===== src/rtl/dring_pkg.sv =====
package dring_pkg;

    typedef enum logic [1:0] {
        ST_IDLE  = 2'd0,
        ST_FETCH = 2'd1,
        ST_CHECK = 2'd2,
        ST_EMIT  = 2'd3
    } eng_state_t;

    localparam int REG_AW     = 3;
    localparam int DESC_SHIFT = 3;   // 8 bytes per descriptor
    localparam int ID_W       = 12;
    localparam int SWAP_BIT   = 12;
    localparam int GATHER_BIT = 13;

    localparam logic [REG_AW-1:0] RA_BASE = 3'd0;
    localparam logic [REG_AW-1:0] RA_SIZE = 3'd1;
    localparam logic [REG_AW-1:0] RA_CTRL = 3'd2;
    localparam logic [REG_AW-1:0] RA_WIDX = 3'd3;
    localparam logic [REG_AW-1:0] RA_RIDX = 3'd4;
    localparam logic [REG_AW-1:0] RA_STAT = 3'd5;
    localparam logic [REG_AW-1:0] RA_SWAP = 3'd6;

    typedef struct packed {
        logic [15:0] flags;
        logic [15:0] nbytes;
        logic [31:0] buf_addr;
    } desc_t;

endpackage


===== src/rtl/dring_regs.sv =====
module dring_regs
    import dring_pkg::*;
#(
    parameter int IDX_W = 8
) (
    input  logic              clk,
    input  logic              rst_n,
    input  logic              cfg_we,
    input  logic [REG_AW-1:0] cfg_addr,
    input  logic [31:0]       cfg_wdata,
    output logic [31:0]       cfg_rdata,
    input  logic [IDX_W-1:0]  rd_idx,
    input  logic              err_set,
    output logic [31:0]       base,
    output logic [IDX_W-1:0]  idx_mask,
    output logic [15:0]       maxlen,
    output logic              swap_en,
    output logic [IDX_W-1:0]  wr_idx,
    output logic              enabled,
    output logic              ring_clr
);
    localparam int SIZE_W = IDX_W + 1;

    logic [31:0]       base_q;
    logic [SIZE_W-1:0] size_q;
    logic [15:0]       maxlen_q;
    logic              swap_q;
    logic [IDX_W-1:0]  widx_q;
    logic              err_q;
    logic [SIZE_W-1:0] size_m1;
    logic              unused_size_top;

    logic wr_base, wr_size, wr_ctrl, wr_widx, wr_stat, wr_swap;

    assign wr_base = cfg_we && (cfg_addr == RA_BASE);
    assign wr_size = cfg_we && (cfg_addr == RA_SIZE);
    assign wr_ctrl = cfg_we && (cfg_addr == RA_CTRL);
    assign wr_widx = cfg_we && (cfg_addr == RA_WIDX);
    assign wr_stat = cfg_we && (cfg_addr == RA_STAT);
    assign wr_swap = cfg_we && (cfg_addr == RA_SWAP);

    assign size_m1         = size_q - 1'b1;
    assign idx_mask        = size_m1[IDX_W-1:0];
    assign unused_size_top = size_m1[SIZE_W-1];

    always_ff @(posedge clk or negedge rst_n) begin
        if (!rst_n) begin
            base_q   <= '0;
            size_q   <= '0;
            maxlen_q <= '0;
            swap_q   <= 1'b0;
            widx_q   <= '0;
            err_q    <= 1'b0;
        end else begin
            if (wr_base) base_q <= {cfg_wdata[31:DESC_SHIFT], {DESC_SHIFT{1'b0}}};
            if (wr_size) begin
                size_q <= cfg_wdata[SIZE_W-1:0];
                widx_q <= '0;
            end else if (wr_widx) begin
                widx_q <= cfg_wdata[IDX_W-1:0] & idx_mask;
            end
            if (wr_ctrl) maxlen_q <= cfg_wdata[15:0];
            if (wr_swap) swap_q   <= cfg_wdata[0];
            if (err_set)                      err_q <= 1'b1;
            else if (wr_stat && cfg_wdata[0]) err_q <= 1'b0;
        end
    end

    always_comb begin
        case (cfg_addr)
            RA_BASE: cfg_rdata = base_q;
            RA_SIZE: cfg_rdata = 32'(size_q);
            RA_CTRL: cfg_rdata = {15'd0, swap_q, maxlen_q};
            RA_WIDX: cfg_rdata = 32'(widx_q);
            RA_RIDX: cfg_rdata = 32'(rd_idx);
            RA_STAT: cfg_rdata = {31'd0, err_q};
            RA_SWAP: cfg_rdata = {31'd0, swap_q};
            default: cfg_rdata = 32'd0;
        endcase
    end

    assign base     = base_q;
    assign maxlen   = maxlen_q;
    assign swap_en  = swap_q;
    assign wr_idx   = widx_q;
    assign ring_clr = wr_size;
    assign enabled  = (base_q != '0) && (size_q != '0) && (maxlen_q != '0);

endmodule


===== src/rtl/dring_engine.sv =====
module dring_engine
    import dring_pkg::*;
#(
    parameter int IDX_W = 8,
    parameter int LEN_W = 24
) (
    input  logic             clk,
    input  logic             rst_n,
    input  logic             ring_clr,
    input  logic             enabled,
    input  logic [31:0]      base,
    input  logic [IDX_W-1:0] idx_mask,
    input  logic [15:0]      maxlen,
    input  logic             swap_en,
    input  logic [IDX_W-1:0] wr_idx,
    output logic             mem_req,
    output logic [31:0]      mem_addr,
    input  logic             mem_rdy,
    input  logic [63:0]      mem_rdata,
    output logic             xfer_valid,
    input  logic             xfer_ready,
    output logic [31:0]      xfer_addr,
    output logic [LEN_W-1:0] xfer_len,
    output logic [ID_W-1:0]  xfer_id,
    output logic             xfer_swap,
    output logic [IDX_W:0]   xfer_cnt,
    output logic [IDX_W-1:0] rd_idx,
    output logic             err_set
);
    localparam int CNT_W = IDX_W + 1;

    eng_state_t        state_q, state_d;
    logic [IDX_W-1:0]  rd_q, fetch_q;
    logic [CNT_W-1:0]  pend_q;
    logic              open_q;
    desc_t             desc_q;
    logic [31:0]       acc_addr;
    logic [LEN_W-1:0]  acc_len;
    logic [ID_W-1:0]   acc_id;
    logic              acc_swap;
    logic [CNT_W-1:0]  acc_cnt;
    logic              oversize, d_gather, d_swap;
    logic [1:0]        unused_flags;

    assign oversize     = desc_q.nbytes > maxlen;
    assign d_gather     = desc_q.flags[GATHER_BIT];
    assign d_swap       = desc_q.flags[SWAP_BIT];
    assign unused_flags = desc_q.flags[15:14];

    // state register
    always_ff @(posedge clk or negedge rst_n) begin
        if (!rst_n) state_q <= ST_IDLE;
        else        state_q <= state_d;
    end

    // transitions
    always_comb begin
        state_d = state_q;
        unique case (state_q)
            ST_IDLE:  if (enabled && (fetch_q != wr_idx)) state_d = ST_FETCH;
            ST_FETCH: if (mem_rdy) state_d = ST_CHECK;
            ST_CHECK: state_d = (oversize || d_gather) ? ST_IDLE : ST_EMIT;
            ST_EMIT:  if (xfer_ready) state_d = ST_IDLE;
        endcase
        if (ring_clr) state_d = ST_IDLE;
    end

    // datapath: indices and run accumulation
    always_ff @(posedge clk or negedge rst_n) begin
        if (!rst_n) begin
            rd_q     <= '0;
            fetch_q  <= '0;
            pend_q   <= '0;
            open_q   <= 1'b0;
            desc_q   <= '0;
            acc_addr <= '0;
            acc_len  <= '0;
            acc_id   <= '0;
            acc_swap <= 1'b0;
            acc_cnt  <= '0;
        end else if (ring_clr) begin
            rd_q     <= '0;
            fetch_q  <= '0;
            pend_q   <= '0;
            open_q   <= 1'b0;
            acc_len  <= '0;
            acc_cnt  <= '0;
            acc_swap <= 1'b0;
        end else begin
            unique case (state_q)
                ST_IDLE: ;
                ST_FETCH: if (mem_rdy) desc_q <= mem_rdata;
                ST_CHECK: begin
                    fetch_q <= (fetch_q + 1'b1) & idx_mask;
                    if (oversize) begin
                        if (open_q) pend_q <= pend_q + 1'b1;
                        else        rd_q   <= (rd_q + 1'b1) & idx_mask;
                    end else begin
                        pend_q   <= pend_q + 1'b1;
                        acc_len  <= (open_q ? acc_len : '0) + LEN_W'(desc_q.nbytes);
                        acc_cnt  <= (open_q ? acc_cnt : '0) + 1'b1;
                        acc_swap <= (open_q && acc_swap) || d_swap;
                        if (!open_q) begin
                            acc_addr <= desc_q.buf_addr;
                            acc_id   <= desc_q.flags[ID_W-1:0];
                        end
                        open_q <= d_gather;
                    end
                end
                ST_EMIT: if (xfer_ready) begin
                    rd_q   <= (rd_q + pend_q[IDX_W-1:0]) & idx_mask;
                    pend_q <= '0;
                end
            endcase
        end
    end

    // outputs
    always_comb begin
        mem_req    = (state_q == ST_FETCH);
        xfer_valid = (state_q == ST_EMIT);
        err_set    = (state_q == ST_CHECK) && oversize;
    end

    assign mem_addr  = base + (32'(fetch_q) << DESC_SHIFT);
    assign xfer_addr = acc_addr;
    assign xfer_len  = acc_len;
    assign xfer_id   = acc_id;
    assign xfer_swap = acc_swap || swap_en;
    assign xfer_cnt  = acc_cnt;
    assign rd_idx    = rd_q;

endmodule


===== src/rtl/dring_src_engine.sv =====
module dring_src_engine
    import dring_pkg::*;
#(
    parameter int IDX_W = 8,
    parameter int LEN_W = 24
) (
    input  logic             clk,
    input  logic             rst_n,
    input  logic             cfg_we,
    input  logic [2:0]       cfg_addr,
    input  logic [31:0]      cfg_wdata,
    output logic [31:0]      cfg_rdata,
    output logic             mem_req,
    output logic [31:0]      mem_addr,
    input  logic             mem_rdy,
    input  logic [63:0]      mem_rdata,
    output logic             xfer_valid,
    input  logic             xfer_ready,
    output logic [31:0]      xfer_addr,
    output logic [LEN_W-1:0] xfer_len,
    output logic [11:0]      xfer_id,
    output logic             xfer_swap,
    output logic [IDX_W:0]   xfer_cnt
);
    logic [31:0]      base;
    logic [IDX_W-1:0] idx_mask;
    logic [15:0]      maxlen;
    logic             swap_en;
    logic [IDX_W-1:0] wr_idx;
    logic [IDX_W-1:0] rd_idx;
    logic             enabled;
    logic             ring_clr;
    logic             err_set;

    dring_regs #(.IDX_W(IDX_W)) u_regs (
        .clk      (clk),
        .rst_n    (rst_n),
        .cfg_we   (cfg_we),
        .cfg_addr (cfg_addr),
        .cfg_wdata(cfg_wdata),
        .cfg_rdata(cfg_rdata),
        .rd_idx   (rd_idx),
        .err_set  (err_set),
        .base     (base),
        .idx_mask (idx_mask),
        .maxlen   (maxlen),
        .swap_en  (swap_en),
        .wr_idx   (wr_idx),
        .enabled  (enabled),
        .ring_clr (ring_clr)
    );

    dring_engine #(.IDX_W(IDX_W), .LEN_W(LEN_W)) u_eng (
        .clk       (clk),
        .rst_n     (rst_n),
        .ring_clr  (ring_clr),
        .enabled   (enabled),
        .base      (base),
        .idx_mask  (idx_mask),
        .maxlen    (maxlen),
        .swap_en   (swap_en),
        .wr_idx    (wr_idx),
        .mem_req   (mem_req),
        .mem_addr  (mem_addr),
        .mem_rdy   (mem_rdy),
        .mem_rdata (mem_rdata),
        .xfer_valid(xfer_valid),
        .xfer_ready(xfer_ready),
        .xfer_addr (xfer_addr),
        .xfer_len  (xfer_len),
        .xfer_id   (xfer_id),
        .xfer_swap (xfer_swap),
        .xfer_cnt  (xfer_cnt),
        .rd_idx    (rd_idx),
        .err_set   (err_set)
    );

endmodule


===== config.mk =====
export PLATFORM = sky130hd
export DESIGN_NAME = dring_src_engine
export DESIGN_NICKNAME = d
export VERILOG_FILES = /design/src/rtl/dring_pkg.sv /design/src/rtl/dring_regs.sv /design/src/rtl/dring_engine.sv /design/src/rtl/dring_src_engine.sv
export SDC_FILE = /design/constraint.sdc
export NUM_CORES = 1
export LEC_CHECK = 0
export CAP_MARGIN = 20
export CORE_ASPECT_RATIO = 1.25
export CORE_UTILIZATION = 45
export DETAILED_ROUTE_END_ITERATION = 10
export DONT_BUFFER_PORTS = 1
export PLACE_DENSITY = 0.6
export RECOVER_POWER = 50
export SLEW_MARGIN = 20
export SYNTH_ARGS = -nofsm -noshare
export SYNTH_HDL_FRONTEND = slang
export SYNTH_SLANG_ARGS = --single-unit

===== constraint.sdc =====
create_clock -name clk -period 4.39 [get_ports clk]
set_input_delay 0.6585 -clock clk [delete_from_list [all_inputs] [get_ports clk]]
set_output_delay 0.6585 -clock clk [all_outputs]
set_load 0.01 [all_outputs]

==> metrics.csv, run 1 <==
stage;metric;value;unit
status;status;finished with violations;
status;failed_checks;hold timing, capacitance limit, slew limit;
global_routing;antenna_found_initial;3;
sta;timing.fmax;254.8;MHz
sta;period_share;89.42;%
global_routing;grt_max_degree;232;
logic_synthesis;muxShareOfSynthArea;13.63;%
sta;rsz0062_at_grt;false;
clock_network;clockBufferDepth;3;
clock_network;cts.clk_slew.worst_paths;0.06;ns
route;antenna_left;0;
logic_synthesis;ys_warn_count;0;
logic_synthesis;async_flop_share;100.0;%
worst_setup_path;path_cells;ha_1 -> inv_1 -> fa_1 -> nor2b_1 -> o21ai_0 -> a21boi_0 -> o211a_1 -> and2_1 -> nand3_1 -> xnor2_1;
sta;period_needed;3.925;ns
route;first_pass_iters;5;
sta;hold_viol_final;231;
worst_setup_path;timing.critical_path.required;3.73;ns
global_routing;first_global_vias;9279;
placement;pre_cts_ws;1.010;ns
final_layout;n_fill_cell;2525;
global_routing;grt_pass1_wl;51020;um
logic_synthesis;yosysTopAreaCell;dfrtp_1;
die;die_w;151.4;um
logic_synthesis;yosys_most_used_dff;dfrtp_1;
logic_synthesis;synth_top_area_share;46.04;%
logic_synthesis;synth_compound_area_share;12.04;%
global_routing;gr-total-overflow;0;
logic_synthesis;yosys.cell_types.count;66;
clock_network;worstSkewPairLatency;0.53;ns
worst_setup_path;path_max_fanout;6;
pwr;vdd_ir_drop_max;0.4462;mV
logic_synthesis;synth_edf_count;0;
placement;placed_cell_area;0.01290;mm2
clock_network;cts_tree;built;
sta;setup_ws;0.4646;ns
sta;max_slew_margin;-65.24;%
worst_setup_path;max_stage_delay;0.49;ns
die;rows;68;
die;coreArea;0.02748;mm2
clock_network;cts_made_buffers;26;
sta;worst_pin_slew;2.479;ns
route;drt_wl_total;32230;um
die;start_util;45.69;%
clock_network;cts_sinks;231;
logic_synthesis;synth_top_family_by_area;simple AND/OR/NAND/NOR gates;
final_layout;drive_gt1_share;16.76;%
pwr;p_per_area;648.0;mW/mm2
sta;hold_ws;-0.1780;ns
clock_network;cts_setup_buffers;0;
route;avgViaCountPerCell;5.797;
flow_run;cap_violations;1;
logic_synthesis;syn-cell-area;0.01256;mm2
logic_synthesis;synth_xor_area_share;3.837;%
worst_setup_path;path_buf_inv;1;
route;drt_iter0_markers;392;
global_routing;grt_use_total;22.99;%
route;post_drt_wl_per_cell;20.47;um
sta;finClkSkew;0.007955;ns
die;io_pins;248;
worst_setup_path;worstSetupPathType;reg2out;
worst_setup_path;critPathArrivalTime;3.27;ns
final_layout;final_area;0.01382;mm2
logic_synthesis;synthTopCellsByArea;dfrtp_1 46%, mux2_2 12%, ha_1 5.2%;
placement;io_buffers;0;
worst_setup_path;worstSetupStartpoint;u_eng.fetch_q[0]$_DFFE_PN0P_;
pwr;p_leak;6.100;nW
logic_synthesis;yosys_register_bits;231;
worst_setup_path;worstSetupEndpointType;output pin;
worst_setup_path;cp_top_family;compound AO/OA/AOI/OAI gates;
route;vias;9131;
sta;final.setup.tns;0;ns
sta;drv_slew;50;
sta;setup_viol;0;
final_layout;syn_to_final_growth;10.10;%
die;dieArea;0.02858;mm2
final_layout;final_nets;1362;
logic_synthesis;yosysMostFrequentCell;dfrtp_1;
route;drc;0;
logic_synthesis;syn_inst;1218;
worst_setup_path;r2r_start;u_eng.open_q$_DFFE_PN0P_;
clock_network;cts_resized;0;
logic_synthesis;ys_seq_area_share;46.04;%
worst_hold_path;hp-class;in2async;
worst_setup_path;worstSetupStartpointType;flop;
die;fp.dieH;188.8;um
pwr;power;8.959;mW
clock_network;htree_levels;1;
placement;dp_hpwl;23090;um
logic_synthesis;synth-simple-area-share;15.64;%
placement;finalWeightedCongestion;0.8857;
worst_setup_path;cp_slowest_cell;dfrtp_1;
logic_synthesis;synth_fa_ha_area_share;5.660;%
logic_synthesis;synth.cells.most_frequent;231 x dfrtp_1, 139 x nand2_1, 136 x mux2_2, 62 x o21ai_0, 60 x a21oi_1;
logic_synthesis;syn_area_per_cell;10.31;um2
clock_network;clock-root-buffer;clkbuf_16;
==> cells by family (layout without fill, tap and decap cells) <==
family          Yosys count  count (layout)
simple gates            394             394
compound gates          231             231
flops                   231             231
mux                     154             154
buf+inv                  97             100
fa+ha+maj                55              55
xor+xnor                 55              55
other cells               1               5
==> final timing paths <==
kind | endpoint | slack, ns | cells past startpoint
setup / recovery | mem_addr[31] | 0.46 | 10
setup reg to reg | u_eng.xfer_len[18]$_DFFE_PN0P_ | 1.01 | 11
hold reg to reg | u_eng.xfer_addr[26]$_DFFE_PN0P_ | 0.50 | 1
max in group asynchronous | u_eng.xfer_len[18]$_DFFE_PN0P_ | 4.20 | 0
hold / removal | u_regs.base[24]$_DFFE_PN0P_ | -0.18 | 0
min in group clk | u_regs.size_q[4]$_DFFE_PN0P_ | 0.23 | 2
==> placed cells by master (no fill, tap or decap), types with 13 or more instances in the layout <==
cell / synthesis / layout
a21o_1: 15 / 15
a21oi_1: 60 / 60
and2_1: 41 / 41
and3_1: 30 / 29
clkbuf_16: 0 / 26
dfrtp_1: 231 / 231
ha_1: 52 / 52
inv_1: 37 / 37
mux2_2: 136 / 136
mux2i_1: 18 / 18
nand2_1: 139 / 139
nand3_1: 29 / 29
nand4_1: 17 / 17
nor2_1: 54 / 53
nor2b_1: 13 / 13
nor3_1: 18 / 18
o21ai_0: 62 / 62
xnor2_1: 38 / 38
xor2_1: 17 / 17
==> per-layer routing <==
layer | up-vias | wire (um) | track usage, %
li1 | 4331 | - | -
met1 | 4436 | 12640 | 27.31
met2 | 303 | 15400 | 38.85
met3 | 59 | 3133 | 6.973
met4 | 2 | 1042 | 8.077
met5 | - | 17 | 0
==> area by class of cell <==
type	instances	area [um2]	area share, %
inverter	38	142.6	1.032
timing repair buffer	14	127.6	0.9232
sequential	231	5781	41.81
clock buffer	33	706.9	5.114
multi-input combinational	892	6399	46.28
tap	350	437.9	3.168
clock inverter	15	225.2	1.629
antenna	2	5.005	0.03620
==> worst reg2reg max path: stages (launching register included) <==
cell and delay, ns:
dfrtp_1 0.58, and2_1 0.21, ha_1 0.20, inv_1 0.07, fa_1 0.38, nand2b_1 0.20, a21oi_1 0.18, o21ai_0 0.19
a21oi_1 0.51, nand3_1 0.16, or4_1 0.42, a31oi_1 0.17
==> sequential cells by signal, indices dropped and copies added (netlist names), 9 cells and up <==
register         cells
u_eng.desc_q        60
u_regs.maxlen       16
u_regs.size_q        9
u_eng.xfer_addr     32
u_regs.base         29
u_eng.xfer_cnt       9
u_eng.xfer_len      24
u_eng.xfer_id       12
==> where the power goes <==
| part | switching, mW | internal (mW) |
|---|---|---|
| Sequential | 0.905 | 2.90 |
| Combinational | 1.45 | 1.36 |
| Clock | 0.899 | 1.44 |
| Total | 3.25 | 5.70 |
==> per-stage QoR <==
step | cells | utilization (%)
floorplan | 1220 | -
global placement | 1525 | 46.95
detailed placement | 1525 | 46.95
CTS | 1573 | 50.34
global route | 1575 | 50.31
finish | 1575 | 50.31
(Power assumes the default switching activity.)
==> run 2, diff against run 1 <==
--- a/config.mk
+++ b/config.mk
@@ -10,6 +10,8 @@
 export CORE_UTILIZATION = 45
 export DETAILED_ROUTE_END_ITERATION = 10
 export DONT_BUFFER_PORTS = 1
+export GPL_TIMING_DRIVEN = 0
+export HOLD_SLACK_MARGIN = 0.02
 export PLACE_DENSITY = 0.6
 export RECOVER_POWER = 50
 export SLEW_MARGIN = 20
==> run 2 against run 1 <==
Clock power about the same. Final cell count rose by 2.7%. Power grew 0.98%. Via count is 2.9% higher. Non-clock buffer count grew 45. Hold slack got worse by 0.013 ns. Setup slack worse by 0.10 ns. Critical path type is now reg2reg. Sequential share of layout area is 0.37 points lower. The run ends with hold timing left. Sequential power decreased by 1%. Final area is 0.90% higher. Routed wire length is 6.3% higher. Combinational power increased by 4%.
==> metrics.csv, run 2 (synthesis results as in run 1) <==
stage;metric;value;unit;change
status;failed_checks;hold timing;;
worst_setup_path;rrSetupSlack;0.36;ns;-0.65 ns
worst_setup_path;worstSetupPathType;reg2reg;;
final_layout;largest_reg_flops;60;;unchanged
die;fp.dieH;188.8;um;unchanged
global_routing;grt_use_total;24.23;%;+1.2 points
clock_network;cts_made_buffers;26;;unchanged
clock_network;worstSkewPairLatency;0.55;ns;+0.02 ns
die;coreArea;0.02748;mm2;unchanged
final_layout;regArea;0.005781;mm2;unchanged
sta;period_needed;4.030;ns;+0.1046 ns
clock_network;cts.clk_slew.worst_paths;0.06;ns;about the same
route;post_drt_wl_per_cell;21.17;um;+3.4%
sta;drv_slew;0;;-100%
global_routing;first_global_vias;9445;;+1.8%
pwr;p_leak;6.157;nW;+0.93%
sta;finClkSkew;0.01278;ns;+0.004825 ns
clock_network;cts_setup_buffers;0;;unchanged
worst_setup_path;worstSetupStartpoint;u_eng.open_q$_DFFE_PN0P_;;
die;io_pins;248;;unchanged
placement;io_buffers;0;;unchanged
flow_run;cap_violations;0;;-1
sta;timing.fmax;248.1;MHz;-2.6%
worst_setup_path;max_stage_delay;0.52;ns;+0.03 ns
clock_network;cts_sinks;231;;unchanged
final_layout;multi_input_area;0.006390;mm2;-0.14%
global_routing;antenna_found_initial;2;;-1
final_layout;drive_gt1_share;16.65;%;-0.11 points
route;drt_iter0_markers;500;;+28%
final_layout;n_fill_cell;2521;;-0.16%
die;start_util;45.69;%;unchanged
worst_setup_path;critPathArrivalTime;4.48;ns;+1.21 ns
worst_hold_path;hp-class;in2async;;
placement;dp_cells;1570;;+3.0%
clock_network;clock-root-buffer;clkbuf_16;;
final_layout;final_common_cell;dfrtp_1;;
placement;dp_hpwl;25600;um;+11%
global_routing;grt_pass1_wl;53300;um;+4.5%
die;dieArea;0.02858;mm2;unchanged
pwr;vdd_ir_drop_max;0.4190;mV;-6.1%
final_layout;syn_to_final_growth;11.10;%;
worst_setup_path;path_cells;clkbuf_1 -> clkbuf_1 -> and2_1 -> ha_1 -> inv_1 -> fa_1 -> nand2b_1 -> a21oi_1 -> o21ai_0 -> a21oi_1 -> nand3_1 -> or4_1 -> a31oi_1;;
final_layout;top_register;u_eng.desc_q;;
clock_network;clockBufferDepth;3;;unchanged
placement;pre_cts_ws;0.4188;ns;-0.5910 ns
sta;final.setup.tns;0;ns;unchanged
sta;setup_ws;0.3600;ns;-0.1046 ns
sta;worst_pin_slew;0.8093;ns;-1.669 ns
clock_network;cts_tree;built;;
final_layout;final_cell_mix;231 x dfrtp_1, 139 x nand2_1, 136 x mux2_2;;
sta;hold_ws;-0.1909;ns;-0.01283 ns
clock_network;htree_levels;1;;unchanged
clock_network;cts_resized;0;;unchanged
worst_setup_path;reg2reg_depth;13;;+2
route;antenna_left;0;;unchanged
die;rows;68;;unchanged
status;status;finished with violations;;
pwr;p_per_area;648.5;mW/mm2;about the same
sta;hold_viol_final;231;;unchanged
die;die_w;151.4;um;unchanged
route;vias;9399;;+2.9%
global_routing;gr-total-overflow;0;;unchanged
global_routing;grt_max_degree;232;;unchanged
worst_setup_path;worstSetupEndpointType;flop;;
final_layout;finish.utilization;50.76;%;+0.46 points
worst_setup_path;path_max_fanout;10;;+4
sta;rsz0062_at_grt;false;;
route;avgViaCountPerCell;5.809;;+0.20%
route;drt_wl_total;34250;um;+6.3%
final_layout;final_nets;1407;;+3.3%
route;first_pass_iters;5;;unchanged
worst_setup_path;r2r-end;u_eng.xfer_len[18]$_DFFE_PN0P_;;
worst_setup_path;cp_slowest_cell;a21oi_1;;
worst_setup_path;timing.critical_path.required;4.84;ns;+1.11 ns
sta;max_slew_margin;45.85;%;+110 points
placement;finalWeightedCongestion;0.8891;;+0.38%
final_layout;fin_cells;1618;;+2.7%
sta;period_share;91.80;%;+2.4 points
worst_setup_path;worstSetupStartpointType;flop;;
worst_setup_path;r2r_start;u_eng.open_q$_DFFE_PN0P_;;
route;drc;0;;unchanged
sta;setup_viol;0;;unchanged
-- run 2: how the worst max path moves through the flow --
stage / slack, ns / endpoint / cells past startpoint
CTS: 0.39 / u_eng.xfer_len[18]$_DFFE_PN0P_ / 13
finish: 0.36 / u_eng.xfer_len[18]$_DFFE_PN0P_ / 13
global route: 0.08 / u_eng.xfer_len[18]$_DFFE_PN0P_ / 13
global placement: 0.43 / u_eng.xfer_len[18]$_DFFE_PN0P_ / 13
floorplan: 1.31 / u_eng.xfer_len[18]$_DFFE_PN0P_ / 13
detailed placement: 0.42 / u_eng.xfer_len[18]$_DFFE_PN0P_ / 13
-- run 2: per-layer routing --
layer	track usage [%]	vias up	part of all wire, %	wire [um]
li1	-	4399	-	-
met1	28.26	4603	38	13040
met2	41.62	325	49	16840
met3	7.022	70	9.4	3204
met4	8.808	2	3.4	1160
met5	0	-	0.029	10
-- run 2: stage by stage --
step | total power, mW | instance area, um2
final | 9.047 | 13950
after global routing | 9.646 | 13950
after CTS | 9.135 | 13950
after detailed placement | 6.725 | 13000
after global placement | 6.635 | 13000
after floorplan | 5.848 | 12560
-- run 2: critical path: cells and delay by family (launching register included) --
kind                     cells  cell delay (ns)
adder cells (fa/ha/maj)      2             0.57
buffers and inverters        3             0.88
AND/OR/NAND/NOR              4             0.98
AO/OA/AOI/OAI                4             1.09
flip-flops                   1             0.41
-- run 2: layout make-up --
cell class,instances,share of cell area (%)
multi-input combinational,892,45.81
sequential,231,41.44
clock buffer,28,4.718
tap,350,3.139
clock inverter,19,2.072
buffer,59,1.785
inverter,38,1.023
antenna,1,0.01794
-- run 2: where the power goes --
part,total [mW],internal [mW],switching (mW)
clock,2.37,1.45,0.921
combinational,2.91,1.35,1.55
sequential,3.77,2.90,0.867
